## src/rtl/rx_addr_filter_pkg.sv

```systemverilog
package rx_addr_filter_pkg;
   // Reason-vector offsets above the exact-match slot bits
   localparam int RSN_OFS_HASH  = 0;
   localparam int RSN_OFS_BCAST = 1;
   localparam int RSN_OFS_COPY  = 2;
   localparam int RSN_OFS_EXT   = 3;
   localparam int RSN_EXTRA     = 4;
endpackage

```

## src/rtl/rx_addr_capture.sv

```systemverilog
module rx_addr_capture #(
   parameter int ADDR_W     = 48,
   parameter int DL_BYTES   = 16,
   parameter int CNT_W      = $clog2(DL_BYTES + 1)
) (
   input  logic              clk,
   input  logic              rst_n,
   input  logic              sof,
   input  logic              byte_valid,
   input  logic [7:0]        byte_data,
   input  logic              ext_match,
   output logic [ADDR_W-1:0] da_q,
   output logic [CNT_W-1:0]  cnt_q,
   output logic              ext_q
);
   localparam int ADDR_BYTES = ADDR_W / 8;
   localparam logic [CNT_W-1:0] DL_C = CNT_W'(DL_BYTES);

   logic [CNT_W-1:0] base;
   logic             in_window;

   assign base      = sof ? '0 : cnt_q;
   assign in_window = (base < DL_C);

   always_ff @(posedge clk or negedge rst_n) begin
      if (!rst_n) begin
         da_q  <= '0;
         cnt_q <= '0;
         ext_q <= 1'b0;
      end else begin
         if (byte_valid) begin
            if (int'(base) < ADDR_BYTES)
               da_q[int'(base)*8 +: 8] <= byte_data;
            cnt_q <= (base == DL_C) ? DL_C : base + 1'b1;
         end else begin
            cnt_q <= base;
         end
         ext_q <= (sof ? 1'b0 : ext_q) | (ext_match & in_window);
      end
   end

   // Counter never passes the deadline
   p_cnt_sat_r9: assert property (@(posedge clk) disable iff (!rst_n)
      cnt_q <= DL_C);

   // Once past the deadline the early-match flag is frozen until a new frame
   p_ext_late_r9: assert property (@(posedge clk) disable iff (!rst_n)
      (cnt_q == DL_C && !sof) |=> (ext_q == $past(ext_q)));
endmodule

```

## src/rtl/rx_addr_match.sv

```systemverilog
module rx_addr_match
   import rx_addr_filter_pkg::*;
#(
   parameter int N_SA     = 4,
   parameter int ADDR_W   = 48,
   parameter int HASH_W   = 6,
   parameter bit USE_HASH = 1'b1,
   parameter int HIT_W    = N_SA + RSN_EXTRA - 1
) (
   input  logic [ADDR_W-1:0]      da,
   input  logic [N_SA*ADDR_W-1:0] sa_addr,
   input  logic [N_SA-1:0]        sa_en,
   input  logic [2**HASH_W-1:0]   hash_tbl,
   input  logic                   bcast_en,
   input  logic                   copy_all,
   output logic [HIT_W-1:0]       hits
);
   genvar gi;
   generate
      for (gi = 0; gi < N_SA; gi++) begin : g_slot
         assign hits[gi] = sa_en[gi] && (da == sa_addr[gi*ADDR_W +: ADDR_W]);
      end

      if (USE_HASH) begin : g_hash
         logic [HASH_W-1:0] idx;
         always_comb begin
            idx = '0;
            for (int i = 0; i < ADDR_W; i++)
               idx[i % HASH_W] = idx[i % HASH_W] ^ da[i];
         end
         assign hits[N_SA + RSN_OFS_HASH] = hash_tbl[idx];
      end else begin : g_no_hash
         assign hits[N_SA + RSN_OFS_HASH] = 1'b0;
      end
   endgenerate

   assign hits[N_SA + RSN_OFS_BCAST] = bcast_en && (&da);
   assign hits[N_SA + RSN_OFS_COPY]  = copy_all;
endmodule

```

## src/rtl/rx_addr_filter.sv

```systemverilog
module rx_addr_filter
   import rx_addr_filter_pkg::*;
#(
   parameter int N_SA        = 4,
   parameter int ADDR_W      = 48,
   parameter int HASH_W      = 6,
   parameter bit USE_HASH    = 1'b1,
   parameter int WORD_LIMIT  = 4,
   parameter int WORD_BYTES  = 4
) (
   input  logic                      clk,
   input  logic                      rst_n,
   input  logic                      sof,
   input  logic                      byte_valid,
   input  logic [7:0]                byte_data,
   input  logic                      ext_match,
   input  logic [N_SA*ADDR_W-1:0]    sa_addr,
   input  logic [N_SA-1:0]           sa_en,
   input  logic [2**HASH_W-1:0]      hash_tbl,
   input  logic                      bcast_en,
   input  logic                      copy_all,
   output logic                      dec_valid,
   output logic                      dec_accept,
   output logic [N_SA+RSN_EXTRA-1:0] dec_reason
);
   localparam int ADDR_BYTES = ADDR_W / 8;
   localparam int DL_BYTES   = WORD_LIMIT * WORD_BYTES;
   localparam int CNT_W      = $clog2(DL_BYTES + 1);
   localparam int HIT_W      = N_SA + RSN_EXTRA - 1;
   localparam logic [CNT_W-1:0] DL_C   = CNT_W'(DL_BYTES);
   localparam logic [CNT_W-1:0] ADDR_C = CNT_W'(ADDR_BYTES);

   generate
      if (ADDR_W % 8 != 0) begin : g_chk_bytes
         $error("ADDR_W must be a whole number of bytes");
      end
      if (DL_BYTES < ADDR_BYTES) begin : g_chk_window
         $error("early-match window must cover the address");
      end
      if (N_SA < 1 || HASH_W < 1 || HASH_W > ADDR_W) begin : g_chk_sizes
         $error("bad slot count or hash width");
      end
   endgenerate

   logic [ADDR_W-1:0] da_q;
   logic [CNT_W-1:0]  cnt_q;
   logic              ext_q;
   logic [HIT_W-1:0]  hits;
   logic              done_q;
   logic              any_hit, addr_ok, at_dl;

   rx_addr_capture #(
      .ADDR_W   (ADDR_W),
      .DL_BYTES (DL_BYTES),
      .CNT_W    (CNT_W)
   ) u_capture (
      .clk        (clk),
      .rst_n      (rst_n),
      .sof        (sof),
      .byte_valid (byte_valid),
      .byte_data  (byte_data),
      .ext_match  (ext_match),
      .da_q       (da_q),
      .cnt_q      (cnt_q),
      .ext_q      (ext_q)
   );

   rx_addr_match #(
      .N_SA     (N_SA),
      .ADDR_W   (ADDR_W),
      .HASH_W   (HASH_W),
      .USE_HASH (USE_HASH),
      .HIT_W    (HIT_W)
   ) u_match (
      .da       (da_q),
      .sa_addr  (sa_addr),
      .sa_en    (sa_en),
      .hash_tbl (hash_tbl),
      .bcast_en (bcast_en),
      .copy_all (copy_all),
      .hits     (hits)
   );

   assign addr_ok    = (cnt_q >= ADDR_C);
   assign at_dl      = (cnt_q == DL_C);
   assign any_hit    = (|hits) | ext_q;
   assign dec_valid  = !done_q && ((addr_ok && any_hit) || at_dl);
   assign dec_accept = dec_valid && any_hit;
   assign dec_reason = dec_accept ? {ext_q, hits} : '0;

   always_ff @(posedge clk or negedge rst_n) begin
      if (!rst_n)   done_q <= 1'b0;
      else if (sof) done_q <= 1'b0;
      else          done_q <= done_q | dec_valid;
   end

   // no decision before the whole address is in
   p_addr_complete_r7: assert property (@(posedge clk) disable iff (!rst_n)
      dec_valid |-> (cnt_q >= ADDR_C));

   // a drop is only issued at the deadline
   p_reject_at_deadline_r9: assert property (@(posedge clk) disable iff (!rst_n)
      (dec_valid && !dec_accept) |-> (cnt_q == DL_C && dec_reason == '0));

   // a decision pulse never lasts two cycles
   p_single_decision_r10: assert property (@(posedge clk) disable iff (!rst_n)
      dec_valid |=> !dec_valid);

   // broadcast reason requires the enable
   p_bcast_gate_r5: assert property (@(posedge clk) disable iff (!rst_n)
      dec_reason[N_SA + RSN_OFS_BCAST] |-> bcast_en);

   // copy-all reason requires the mode
   p_copy_gate_r6: assert property (@(posedge clk) disable iff (!rst_n)
      dec_reason[N_SA + RSN_OFS_COPY] |-> copy_all);

   genvar ga;
   generate
      for (ga = 0; ga < N_SA; ga++) begin : g_sa_chk
         // a disabled slot never appears in the reason
         p_disabled_sa_r3: assert property (@(posedge clk) disable iff (!rst_n)
            dec_reason[ga] |-> sa_en[ga]);
      end
   endgenerate
endmodule

```

## config.mk

```make
export PLATFORM = sky130hd
export DESIGN_NAME = rx_addr_filter
export DESIGN_NICKNAME = d
export VERILOG_FILES = /design/src/rtl/rx_addr_filter_pkg.sv /design/src/rtl/rx_addr_capture.sv /design/src/rtl/rx_addr_match.sv /design/src/rtl/rx_addr_filter.sv
export SDC_FILE = /design/constraint.sdc
export NUM_CORES = 1
export LEC_CHECK = 0
export CORE_ASPECT_RATIO = 1.75
export CORE_UTILIZATION = 45
export CTS_CLUSTER_DIAMETER = 50
export DETAILED_ROUTE_END_ITERATION = 7
export PLACE_DENSITY = 0.94
export SYNTH_ARGS = -nofsm -noshare
export SYNTH_HDL_FRONTEND = slang
export SYNTH_SLANG_ARGS = --single-unit
```

## constraint.sdc

```tcl
create_clock -name clk -period 10.1 [get_ports clk]
set_input_delay 2.525 -clock clk [delete_from_list [all_inputs] [get_ports clk]]
set_output_delay 2.525 -clock clk [all_outputs]
set_load 0.03 [all_outputs]
```

==> impl_metrics.toml <==
[routing]
wl_per_cell_um = 26.5
vias_per_cell = 6.18
drt_wl_total_um = 29200
first_pass_iters = 7
drt_iter0_drc = 611
vias = 6799
antenna_left = 0
drc = 0

[clocking]
clock_latency_ps = 300
numCtsBuffers = 5
htreeDepth = 2
hold_buffers = 0
cts.sinks = 55
cts_tree = "yes"
clk_path_buf_depth = 2
post_cts_buffers = 0
clk_pin_slew_ps = 70
ctsResizeCount = 0
cts_root_buf = "clkbuf_16"

[place]
dp_cells = 1092
place_area_sq_mm = 0.00873
dp_hpwl_um = 22200
place.gp.congestion = 0.984
pre_cts_ws_ps = 1700
port_buffers = 284

[timing]
whs_ps = 577
final.setup.worst_slack_ps = 928
fmax_mhz = 109
slew_headroom_pct = 14.3
drv_slew = 0
clock_skew_ps = 4.91
worst_slew_pin_slew_ps = 1270
finalCritPeriodShare_pct = 90.8
rsz0062_at_grt = "false"
min_period_ps = 9170
finalSetupViolations = 0
hold_viol = 0
tns_ps = 0

[yosys]
synthSimpleGateAreaFrac_pct = 18.0
synth_compound_area_share_pct = 9.44
synth_area_sq_mm = 0.00598
synth_edf_count = 0
avgSynthCellArea_sq_um = 8.59
seq_area_frac_synth_pct = 23.0
async_flop_share_pct = 100
synth_adder_area_share_pct = 0.628
synthDistinctLibCells = 53
synth_top_family_by_area = "XOR/XNOR gates"
synth_xor_xnor_area_share_pct = 32.1
synthCells = 696
synth_nets = 974
ys.flop_type = "dfrtp_1"
synthMuxAreaShare_pct = 9.32
ys_ff_latch = 55
yosysWarnings = 0

[worst_setup_path]
path_max_fanout = 2
required_ps = 7580
start_kind = "primary input"
endpoint_kind = "primary output"
critPathArrivalTime_ps = 6650
rrSetupSlack_ps = 6430
worstSetupPathType = "in -> out"

[cells_and_area]
fin_cells = 1101
fin_area_sq_mm = 0.00890
final_cell_mix = "clkdlybuf4s50_1 (283), xnor2_1 (130), xor2_1 (87)"
area_growth_pct = 48.9
layout-drive-gt1-share_pct = 3.99
layout_commonest_cell = "clkdlybuf4s50_1"
nNetsFinal = 1206

[global_route]
grt_pass1_wl_um = 41500
grt_pass1_vias = 7113
antenna_found_initial = 2
grt_max_degree = 56
grtUsageTotal_pct = 42.7
overflow = 0

[floorplanning]
die_h_um = 154
start_util_pct = 46.2
row_count = 55
ioPinCount = 285
fp.dieW_um = 89.1
design.die.area_sq_mm = 0.0138
core_area_sq_mm = 0.0129

[run_status]
status = "complete, no violations"

[job]
cap_violations = 0

[power_and_ir_drop]
peakVddDrop_v = 0.0000915
power.density_mw_per_mm2 = 107
p_leak_nw = 3.39

[min_path]
min_path_type = "reg -> reg"
## layout make-up
cell class,instances,area [sq um]
Antenna cell,2,5.00
Sequential cell,55,1380
Multi-Input combinational cell,546,4150
Inverter,32,120
Timing Repair Buffer,288,2870
Clock buffer,5,125
Clock inverter,2,37.5
Fill cell,959,4040
Tap cell,171,214
## worst paths after layout
kind                                   start                  to  cells past startpoint
hold / removal               u_capture.ext_q     u_capture.ext_q                      2
setup / recovery                sa_addr[161]           dec_valid                     10
hold reg to reg              u_capture.ext_q     u_capture.ext_q                      2
max in group asynchronous              rst_n  u_capture.da_q[17]                      2
min in group asynchronous              rst_n  u_capture.da_q[28]                      2
setup reg to reg           u_capture.da_q[5]              done_q                      9
## critical path: stages
cell and delay, ps:
clkdlybuf4s50_1 510, xnor2_1 560, nand4_1 520, nor4_1 430
nand4_1 210, nor4_1 580, or4_1 260, a211oi_2 50
o32ai_1 250, clkdlybuf4s50_1 740
## per-layer routing
layer  wire, um  track usage, %  share of wire, %  up-vias
li1           -               -                 -     2874
met1       8470            39.3                29     3114
met5          0               0                 0        -
met4       3310            39.5                11        0
met2      13200            66.7                45      578
met3       4220            21.0                14      233
## power breakdown
part | internal [mW] | leakage (nW) | total [mW] | switching (mW)
Clock | 0.116 | 0.0759 | 0.196 | 0.0800
Combinational | 0.256 | 2.60 | 0.470 | 0.214
Sequential | 0.231 | 0.718 | 0.285 | 0.0541
Total | 0.603 | 3.39 | 0.951 | 0.348
## cell usage after synthesis, drive strengths merged (2+ instances only)
master | number | share of area (%)
dfrtp | 55 | 23
nand4 | 41 | 4.3
xor2 | 87 | 13
o221ai | 3 | 0.44
nor2 | 20 | 1.3
a21oi | 5 | 0.48
a221oi | 6 | 0.88
nor2b | 4 | 0.42
or4 | 2 | 0.25
o21ai | 34 | 2.8
clkbuf | 35 | 2.2
inv | 31 | 1.9
o211ai | 2 | 0.25
and2 | 4 | 0.42
mux2 | 12 | 2.3
ha | 3 | 0.63
nor3b | 3 | 0.38
nand3 | 16 | 1.3
nor4 | 30 | 3.2
nor3 | 9 | 0.75
o31ai | 11 | 1.4
xnor2 | 131 | 19
a22oi | 2 | 0.33
o2111ai | 3 | 0.54
mux2i | 20 | 3.3
a222oi | 2 | 0.33
nand2b | 8 | 0.84
o2bb2ai | 3 | 0.44
nand2 | 58 | 3.6
o22ai | 6 | 0.63
buf | 28 | 3.3
mux4 | 9 | 3.7
## state kept, by name (all words and copies together), names as in the netlist
| register | count |
|---|---|
| u_capture.da_q | 48 |
| u_capture.cnt_q | 5 |
| done_q | 1 |
| u_capture.ext_q | 1 |
## per-stage QoR
stage	utilization, %	total power, mW
global placement	67.5	0.727
detailed placement	67.5	0.739
CTS	68.7	0.932
finish	68.8	0.951
floorplan	-	0.550
global route	68.8	0.983
## cells by family after synthesis
kind of cell,Yosys count
xor gates and xnor gates,218
and+or+nand+nor,202
buffers and inverters,95
AOI/OAI and AO/OA,82
DFF,55
muxes,41
adders and majority gates,3
Note: power is estimated with default switching activity, not from simulation.
